File: src/rtl/simd_pred_pkg.sv
package simd_pred_pkg;

  typedef enum logic [2:0] {
    OP_ADD   = 3'b000,
    OP_SUB   = 3'b001,
    OP_CMPGE = 3'b010,
    OP_INS_T = 3'b011,
    OP_INS_F = 3'b100
  } alu_op_e;

  localparam logic [1:0] COND_FLAG0  = 2'b00;
  localparam logic [1:0] COND_FLAG1  = 2'b01;

  function automatic logic op_is_legal(input logic [2:0] op);
    return (op <= 3'(OP_INS_F));
  endfunction

endpackage

File: src/rtl/simd_issue_reg.sv
module simd_issue_reg #(
  parameter int VEC_W = 128
) (
  input  logic             clk,
  input  logic             rst,
  input  logic             valid_i,
  input  logic [2:0]       op_i,
  input  logic [1:0]       cond_i,
  input  logic [VEC_W-1:0] a_i,
  input  logic [VEC_W-1:0] b_i,
  input  logic [VEC_W-1:0] d_i,
  output logic             valid_o,
  output logic [2:0]       op_o,
  output logic [1:0]       cond_o,
  output logic [VEC_W-1:0] a_o,
  output logic [VEC_W-1:0] b_o,
  output logic [VEC_W-1:0] d_o
);

  always_ff @(posedge clk) begin
    if (rst) valid_o <= 1'b0;
    else     valid_o <= valid_i;
  end

  // Data path registers carry no reset.
  always_ff @(posedge clk) begin
    op_o   <= op_i;
    cond_o <= cond_i;
    a_o    <= a_i;
    b_o    <= b_i;
    d_o    <= d_i;
  end

endmodule

File: src/rtl/simd_lane_unit.sv
module simd_lane_unit
  import simd_pred_pkg::*;
#(
  parameter int LANE_W = 16
) (
  input  logic [2:0]        op_i,
  input  logic [LANE_W-1:0] a_i,
  input  logic [LANE_W-1:0] b_i,
  input  logic [LANE_W-1:0] d_i,
  output logic [LANE_W-1:0] res_o,
  output logic              ge_o
);

  logic [LANE_W-1:0] sum_w;
  logic [LANE_W-1:0] diff_w;

  assign sum_w  = a_i + b_i;
  assign diff_w = a_i - b_i;
  assign ge_o   = (a_i >= b_i);

  always_comb begin
    case (op_i)
      3'(OP_ADD):   res_o = sum_w;
      3'(OP_SUB):   res_o = diff_w;
      3'(OP_CMPGE): res_o = {LANE_W{ge_o}};
      3'(OP_INS_T): res_o = (a_i & b_i) | (d_i & ~b_i);
      3'(OP_INS_F): res_o = (a_i & ~b_i) | (d_i & b_i);
      default:      res_o = '0;
    endcase
  end

endmodule

File: src/rtl/simd_lane_gate.sv
module simd_lane_gate
  import simd_pred_pkg::*;
(
  input  logic [1:0] cond_i,
  input  logic       flag_i,
  input  logic       legal_i,
  output logic       pass_o
);

  logic cond_ok;

  always_comb begin
    if (cond_i[1])                cond_ok = 1'b1;
    else if (cond_i == COND_FLAG1) cond_ok = flag_i;
    else                          cond_ok = ~flag_i;
  end

  assign pass_o = legal_i & cond_ok;

endmodule

File: src/rtl/simd_flag_bank.sv
module simd_flag_bank #(
  parameter int LANES = 8
) (
  input  logic             clk,
  input  logic             rst,
  input  logic [LANES-1:0] upd_en_i,
  input  logic [LANES-1:0] upd_val_i,
  output logic [LANES-1:0] flags_o
);

  for (genvar i = 0; i < LANES; i++) begin : g_flag
    always_ff @(posedge clk) begin
      if (rst)              flags_o[i] <= 1'b0;
      else if (upd_en_i[i]) flags_o[i] <= upd_val_i[i];
    end

    AST_FLAG_HOLD: assert property (@(posedge clk) disable iff (rst)
      !upd_en_i[i] |=> $stable(flags_o[i]));
  end

endmodule

File: src/rtl/simd_pred_alu.sv
module simd_pred_alu
  import simd_pred_pkg::*;
#(
  parameter int LANES  = 8,
  parameter int LANE_W = 16
) (
  input  logic                      clk,
  input  logic                      rst,
  input  logic                      op_valid_i,
  input  logic [2:0]                op_code_i,
  input  logic [1:0]                cond_i,
  input  logic [LANES*LANE_W-1:0]   src_a_i,
  input  logic [LANES*LANE_W-1:0]   src_b_i,
  input  logic [LANES*LANE_W-1:0]   dst_i,
  output logic                      res_valid_o,
  output logic [LANES*LANE_W-1:0]   res_o,
  output logic [LANES-1:0]          lane_we_o
);

  localparam int VEC_W = LANES * LANE_W;

  logic             s1_valid;
  logic [2:0]       s1_op;
  logic [1:0]       s1_cond;
  logic [VEC_W-1:0] s1_a, s1_b, s1_d;

  logic [VEC_W-1:0] lane_res;
  logic [LANES-1:0] lane_ge;
  logic [LANES-1:0] lane_pass;
  logic [LANES-1:0] flags;
  logic [LANES-1:0] flag_upd;
  logic             s1_legal;
  logic             s1_is_cmp;

  simd_issue_reg #(.VEC_W(VEC_W)) u_issue (
    .clk(clk), .rst(rst),
    .valid_i(op_valid_i), .op_i(op_code_i), .cond_i(cond_i),
    .a_i(src_a_i), .b_i(src_b_i), .d_i(dst_i),
    .valid_o(s1_valid), .op_o(s1_op), .cond_o(s1_cond),
    .a_o(s1_a), .b_o(s1_b), .d_o(s1_d)
  );

  assign s1_legal  = op_is_legal(s1_op);
  assign s1_is_cmp = (s1_op == 3'(OP_CMPGE));

  for (genvar i = 0; i < LANES; i++) begin : g_lane
    simd_lane_unit #(.LANE_W(LANE_W)) u_unit (
      .op_i(s1_op),
      .a_i(s1_a[i*LANE_W +: LANE_W]),
      .b_i(s1_b[i*LANE_W +: LANE_W]),
      .d_i(s1_d[i*LANE_W +: LANE_W]),
      .res_o(lane_res[i*LANE_W +: LANE_W]),
      .ge_o(lane_ge[i])
    );

    simd_lane_gate u_gate (
      .cond_i(s1_cond),
      .flag_i(flags[i]),
      .legal_i(s1_legal),
      .pass_o(lane_pass[i])
    );

    assign flag_upd[i] = s1_valid & s1_is_cmp & lane_pass[i];

    AST_CMP_MASK: assert property (@(posedge clk) disable iff (rst)
      (s1_valid && s1_is_cmp) |=>
        (res_o[i*LANE_W +: LANE_W] == '0 || res_o[i*LANE_W +: LANE_W] == '1));
  end

  simd_flag_bank #(.LANES(LANES)) u_flags (
    .clk(clk), .rst(rst),
    .upd_en_i(flag_upd),
    .upd_val_i(lane_ge),
    .flags_o(flags)
  );

  always_ff @(posedge clk) begin
    if (rst) begin
      res_valid_o <= 1'b0;
      lane_we_o   <= '0;
    end else begin
      res_valid_o <= s1_valid;
      lane_we_o   <= s1_valid ? lane_pass : '0;
    end
  end

  always_ff @(posedge clk) begin
    res_o <= lane_res;
  end

  AST_WE_NEEDS_VALID: assert property (@(posedge clk) disable iff (rst)
    (lane_we_o != '0) |-> res_valid_o);

  AST_LAT_ON: assert property (@(posedge clk) disable iff (rst)
    s1_valid |=> res_valid_o);

  AST_LAT_OFF: assert property (@(posedge clk) disable iff (rst)
    !s1_valid |=> !res_valid_o);

  AST_ALWAYS_COND: assert property (@(posedge clk) disable iff (rst)
    (s1_valid && s1_legal && s1_cond[1]) |=> (lane_we_o == '1));

  AST_BAD_OP_NO_WE: assert property (@(posedge clk) disable iff (rst)
    (s1_valid && !s1_legal) |=> (lane_we_o == '0 && $stable(flags)));

  AST_NONCMP_FLAGS: assert property (@(posedge clk) disable iff (rst)
    !(s1_valid && s1_is_cmp) |=> $stable(flags));

endmodule

File: config.mk
export PLATFORM = sky130hd
export DESIGN_NAME = simd_pred_alu
export DESIGN_NICKNAME = d
export VERILOG_FILES = /design/src/rtl/simd_pred_pkg.sv /design/src/rtl/simd_issue_reg.sv /design/src/rtl/simd_lane_unit.sv /design/src/rtl/simd_lane_gate.sv /design/src/rtl/simd_flag_bank.sv /design/src/rtl/simd_pred_alu.sv
export SDC_FILE = /design/constraint.sdc
export NUM_CORES = 1
export LEC_CHECK = 0
export ABC_AREA = 1
export BUFFER_PORTS_ARGS = -buffer_cell sky130_fd_sc_hd__buf_4
export CAP_MARGIN = 10
export CORE_AREA = 2 2 249 300
export DETAILED_ROUTE_END_ITERATION = 10
export DIE_AREA = 0 0 251 302
export GPL_TIMING_DRIVEN = 0
export PLACE_DENSITY = 0.66
export SLEW_MARGIN = 20
export SYNTH_ARGS = -nofsm -noshare
export SYNTH_HDL_FRONTEND = slang
export SYNTH_SLANG_ARGS = --single-unit
export TNS_END_PERCENT = 100
File: constraint.sdc
create_clock -name clk -period 2.4 [get_ports clk]
set_input_delay 0.36 -clock clk [delete_from_list [all_inputs] [get_ports clk]]
set_output_delay 0.36 -clock clk [all_outputs]
set_load 0.02 [all_outputs]
* After elaboration in Yosys (flattened, before gate mapping)
Index checks and enable logic that the tools add are counted.
** Cells by class
- Bitwise operators :: 82
- Muxes and demuxes :: 24
- Equality and inequality tests :: 5
- Order comparisons :: 9
- Reduce and logical (&&, ||, !) cells :: 2
- Add/sub/neg operators :: 16
** Operators by type and width (count)
- $pmux 16 s5 :: 8
- $and 16x16->16 :: 32
- $or 16x16->16 :: 16
- $add 16x16->16 :: 8
- $ge 16x16->1 :: 8
- $not 16->16 :: 8
- $sub 16x16->16 :: 8
- $and 1x1->1 :: 17
- $mux 1 :: 16
- $not 1->1 :: 9
- $eq 3x2->1 const B :: 2
- $eq 3x1->1 const B :: 1
- $eq 3x3->1 const B :: 1
- $le 3x3->1 const B :: 1
- $logic_not 3->1 :: 1
- $eq 2x1->1 const B :: 1
- $reduce_or 2->1 :: 1
** Storage, ports and cells
- Flip-flop bits (word level) :: 535
- Output and inout bits :: 137
- Input port bits :: 392

* Logic depth before layout (Yosys ltp)
- Word-level depth :: 5
- Depth in mapped cells :: 14

* Modules after synthesis
A second synthesis with hierarchy kept.
** Second synthesis, totals
- Cell total of the unflattened synthesis :: 5123
- Area, all modules :: 33384.5 µm²
** Modules (own cells, without submodules)
- simd_lane_unit (g_lane[3].u_unit ...) :: cells each 560, times used 5, area an instance 2755.1 µm², seq. area each 0.0 µm²
- simd_issue_reg :: cells each 392, times used 1, area an instance 7817.5 µm², seq. area each 7807.5 µm²
- simd_lane_unit (g_lane[1].u_unit ...) :: cells each 551, times used 2, area an instance 2785.2 µm², seq. area each 0.0 µm²
- simd_pred_alu :: cells each 169, times used 1, area an instance 2901.5 µm², seq. area each 2742.6 µm²
- simd_lane_unit (g_lane[0].u_unit) :: cells each 547, times used 1, area an instance 2755.1 µm², seq. area each 0.0 µm²
- simd_flag_bank :: cells each 49, times used 1, area an instance 314.1 µm², seq. area each 160.2 µm²
- simd_lane_gate :: cells each 8, times used 8, area an instance 31.3 µm², seq. area each 0.0 µm²

* Least setup slack after synthesis
OpenSTA, ideal clock, no wires.
- Kind :: reg-to-reg
- Start point :: register u_issue.a_o[64]
- End point :: register res_o[70]
- Buffers on the path :: 1
- Cell stages (with the launch flop) :: 14
- Path slack :: 0.519 ns
- Arrival :: 1.817 ns
- Data required time :: 2.336 ns
- Cells stage by stage :: dfxtp_1 -> inv_1 -> ha_1 -> fa_1 -> inv_1 -> nand3_1 -> nand3_1 -> nand2_1 -> nand2_1 -> nand2_1 -> nand3_2 -> nand2_1 -> buf_4 -> nand4_1
** On the way
- Cells in the longest elaborated chain, start to end :: 2
- Elaborated cells on any way between the ends :: 4
- Classes of those cells :: add/sub (2); order compare (1); mux (1)
** Ends and longest elaborated chain
- start: declaration :: line simd_issue_reg.sv:15 : output logic [VEC_W-1:0] a_o,
- start signal: assignment :: line simd_issue_reg.sv:29 : a_o <= a_i;
- $sub 16x16->16, or another cell as far along :: line simd_lane_unit.sv:18 : assign diff_w = a_i - b_i;
- $pmux 16 s5 (*) :: line simd_lane_unit.sv:22 : case (op_i)
- via g_lane[4].u_unit.res_o[6] :: line simd_lane_unit.sv:10 : output logic [LANE_W-1:0] res_o,
- end signal: assignment :: line simd_pred_alu.sv:88 : res_o <= lane_res;
- end: declaration :: line simd_pred_alu.sv:16 : output logic [LANES*LANE_W-1:0] res_o,
The timed path passes the listed nets; every way through them passes the cells marked *.
A chain may end at the register's enable or synchronous reset.

* Final worst setup path
- Start point :: register u_issue.b_o[70]
- End point :: register res_o[75]
** On the way
- Cells in the longest elaborated chain, start to end :: 2
- Elaborated cells on any way between the ends :: 4
- Classes of those cells :: add/sub (2); order compare (1); mux (1)
** Ends and longest elaborated chain
- start: declaration :: line simd_issue_reg.sv:16 : output logic [VEC_W-1:0] b_o,
- start signal: assignment :: line simd_issue_reg.sv:30 : b_o <= b_i;
- $sub 16x16->16, or another cell as far along :: line simd_lane_unit.sv:18
- $pmux 16 s5 (*) :: line simd_lane_unit.sv:22
- via g_lane[4].u_unit.res_o[11] :: line simd_lane_unit.sv:10
Marked as above.

==> metrics.txt <==
status=finished clean; Core ar.=73,100 sq um; critical path class=flip-flop to flip-flop; largest net degree at the start of global routing=16; HP Class=input pin to flip-flop; Die Wd=251 microns; CTS tree=built; clock sinks=535; CP Capture Type=flip-flop; P_leak=0.0234 uW; VDD IR max=603 uV; Starting Density=44.5%; Flop pwr share=37.1%; relative slew slack=17.5%; Post-Synthesis Cells=5,017; Internal=18,100 uW; Skew-Pair Late Insertion Delay=0.67 ns; 1st-pass router iterations=8; initial DRC count=3,273; die height=302 microns; Power per Cell Area=612 nW/um^2; Final #Nets=6,675; Core Rows=109; fin. max-slew vios=0; first-pass GRT wire length=212 mm; Core Util, Final=60.5%; DRC=0; Area after DPL=37,700 sq um; total CTS buffers=56; post-route ant nets=0; Final Wtd Congestion=0.989; synthesis-stage register bit count=535; Die ar.=75,800 sq um; hpwl dp=107 mm; routed length per placed instance=20.7 microns; largest cells by area after synthesis=dfxtp_1 33%, nand2_1 16%, inv_1 9.6%, ha_1 9.5%, nand3_1 7.4%; Worst Path Max Fanout=7; Max Cap Viol=0; Fin. Hold Viols=0; final-report setup violation count=0; I/O pin cnt=529; number of global-route vias before repair=35,900; Post-Syn Area per Cell=6.49 sq um; minimum hold slack=0.127 ns; synth unique cells=39; CP startpoint kind=flip-flop; WP data arrival=2.89 ns; P_sw=8920 uW; Max Buffers Root-to-Sink=3; Cell Area, Synth=32,600 sq um; CTS H-tree depth=2; Overflow after GRT=0; layout cells sized above 1=14.2%; initial antenna violation count=16; sequential element share of the synthesized area=32.9%; Max Freq=0.421 GHz; Total Wirelength=145 mm; skew final=0.0346 ns; CTS root buf=clkbuf_16; Port Buffer Count=527; Worst Path Required=2.92 ns; worst-margin pin slew=1.24 ns; Clock Power Share=36.0%; Comb pwr share=26.9%; post-synth top area cell=dfxtp_1; share of the synthesized area in the top cell type=32.9%; Final Cell Area=44,200 sq um; yosys warns=0; vias=37,000; Syn Nets=5,673; Tot GR Track Use=37.1%; Final Cycle Share=98.9%; clock-pin slew on the worst setup and hold paths=0.06 ns; switching part of the total power=33.0%; fin crit period=2.37 ns; Layout area overhead=35.8%; routed vias/inst=5.28
[timing repair]
action / CTS / global route
buffers inserted: 14 / 12
pin swaps: 4 / 4
gates resized for setup: 35 / 48
hold buffers: 390 / 0
setup endpoints to repair: 101 / 106
endpoints found under the hold margin: 390 / 0
cloned: 0 / 1
[power groups by stage]
stage / combinational [uW] / clock, uW / sequential (uW)
6_report: 7290 / 9740 / 10000
5_1_grt: 7930 / 10200 / 10100
4_1_cts: 7050 / 9810 / 10000
3_5_place_dp: 6440 / 0 / 10200
3_3_place_gp: 6420 / 0 / 10200
2_1_floorplan: 3520 / 0 / 10400
[placed cells by master (no fill, tap or decap), types with 32 or more instances in the layout]
cell / count
clkbuf_16: 57
o21ai_0: 173
dlygate4sd3_1: 390
nand4_1: 113
nand2_1: 1346
nand3_1: 471
o221ai_1: 32
nor3_1: 55
inv_1: 829
buf_4: 556
buf_2: 95
nor2_1: 548
dfxtp_1: 520
ha_1: 244
o32ai_1: 34
a21oi_1: 298
[flip-flops by register name, indices dropped and copies added (netlist names), 2 cells and up]
| signal | count |
|---|---|
| res_o | 128 |
| u_issue.a_o | 128 |
| u_issue.b_o | 128 |
| u_issue.d_o | 128 |
| lane_we_o | 8 |
| u_flags.flags_o | 8 |
| u_issue.op_o | 3 |
| u_issue.cond_o | 2 |
[routing by layer]
metal,track usage [%],vias up,wire (microns)
li1,-,18000,-
met1,45.1,17000,58400
met2,63.0,1558,67500
met3,5.77,369,10900
met4,20.3,10,8440
met5,0,-,66
[kinds of logic after synthesis]
logic type / count (synthesis) / share of synthesized area, %
XOR/XNOR: 15 / 0.404
AND/OR/NAND/NOR: 2603 / 33.5
flip-flops: 535 / 32.9
multiplexers: 2 / 0.0692
adder cells (fa/ha/maj): 264 / 10.5
AO/OA/AOI/OAI: 630 / 11.0
buffers and inverters: 968 / 11.6
[cell usage after synthesis]
cell,n
clkbuf_2,7
dfxtp_1,535
nor3_2,1
buf_2,96
a31oi_1,8
nand3_2,8
buf_4,8
nand3_1,482
inv_2,4
nor2_1,548
mux2_2,2
o32a_1,2
a22oi_1,5
o21ai_0,173
nor3_1,55
a21o_1,3
clkbuf_1,20
and2_1,27
o211ai_1,9
xnor2_1,13
inv_1,830
o221ai_1,32
nand3b_1,4
buf_1,3
o32ai_1,34
o21bai_1,25
a21oi_1,306
xor2_1,2
nand2_2,6
nand2_1,1353
o21ai_1,4
ha_1,248
fa_1,16
a22o_1,1
o22ai_1,28
nor2_2,2
or2_2,3
nand4_1,113
nor4_4,1
[path summary, 6_finish.rpt]
kind / slack [ns] / startpoint / cells after the start / end
setup / recovery: 0.03 / u_issue.b_o[70] / 11 / res_o[75]
hold / removal: 0.13 / rst / 2 / u_issue.valid_o
hold reg to reg: 0.53 / u_issue.d_o[50] / 2 / res_o[50]
setup reg to reg: 0.03 / u_issue.b_o[70] / 11 / res_o[75]
[cell type report]
cell class,count,area (sq um)
diodes,7,17.5
plain buffers,134,708
clock buffers,68,1540
clock inverters,35,514
fillers,6799,28900
inverters,834,3130
multi-input cells,3515,18300
flip-flops and latches,535,10700
well taps,943,1180
repair buffers,943,8090
[worst max-delay path: stages (launching register included)]
cell,delay [ns]
dfxtp_1,0.39
inv_1,0.10
ha_1,0.42
nand2_1,0.15
inv_1,0.05
a21oi_1,0.22
nand2_2,0.13
nand2_1,0.12
nand3_4,0.08
buf_4,0.16
a21oi_1,0.26
nand3_2,0.16
[stage by stage]
step / setup TNS [ns] / total power (uW) / setup WS [ns] / instances
after floorplan: 0 / 14000 / 0.519 / 5017
after global placement: -54.29 / 16600 / -0.810 / 6487
after detailed placement: -15.00 / 16600 / -0.305 / 6487
after CTS: 0 / 26900 / 0.00258 / 6994
after global routing: -0.0946 / 28200 / -0.0328 / 7011
final: 0 / 27100 / 0.0260 / 7014
(Power assumes the default switching activity.)
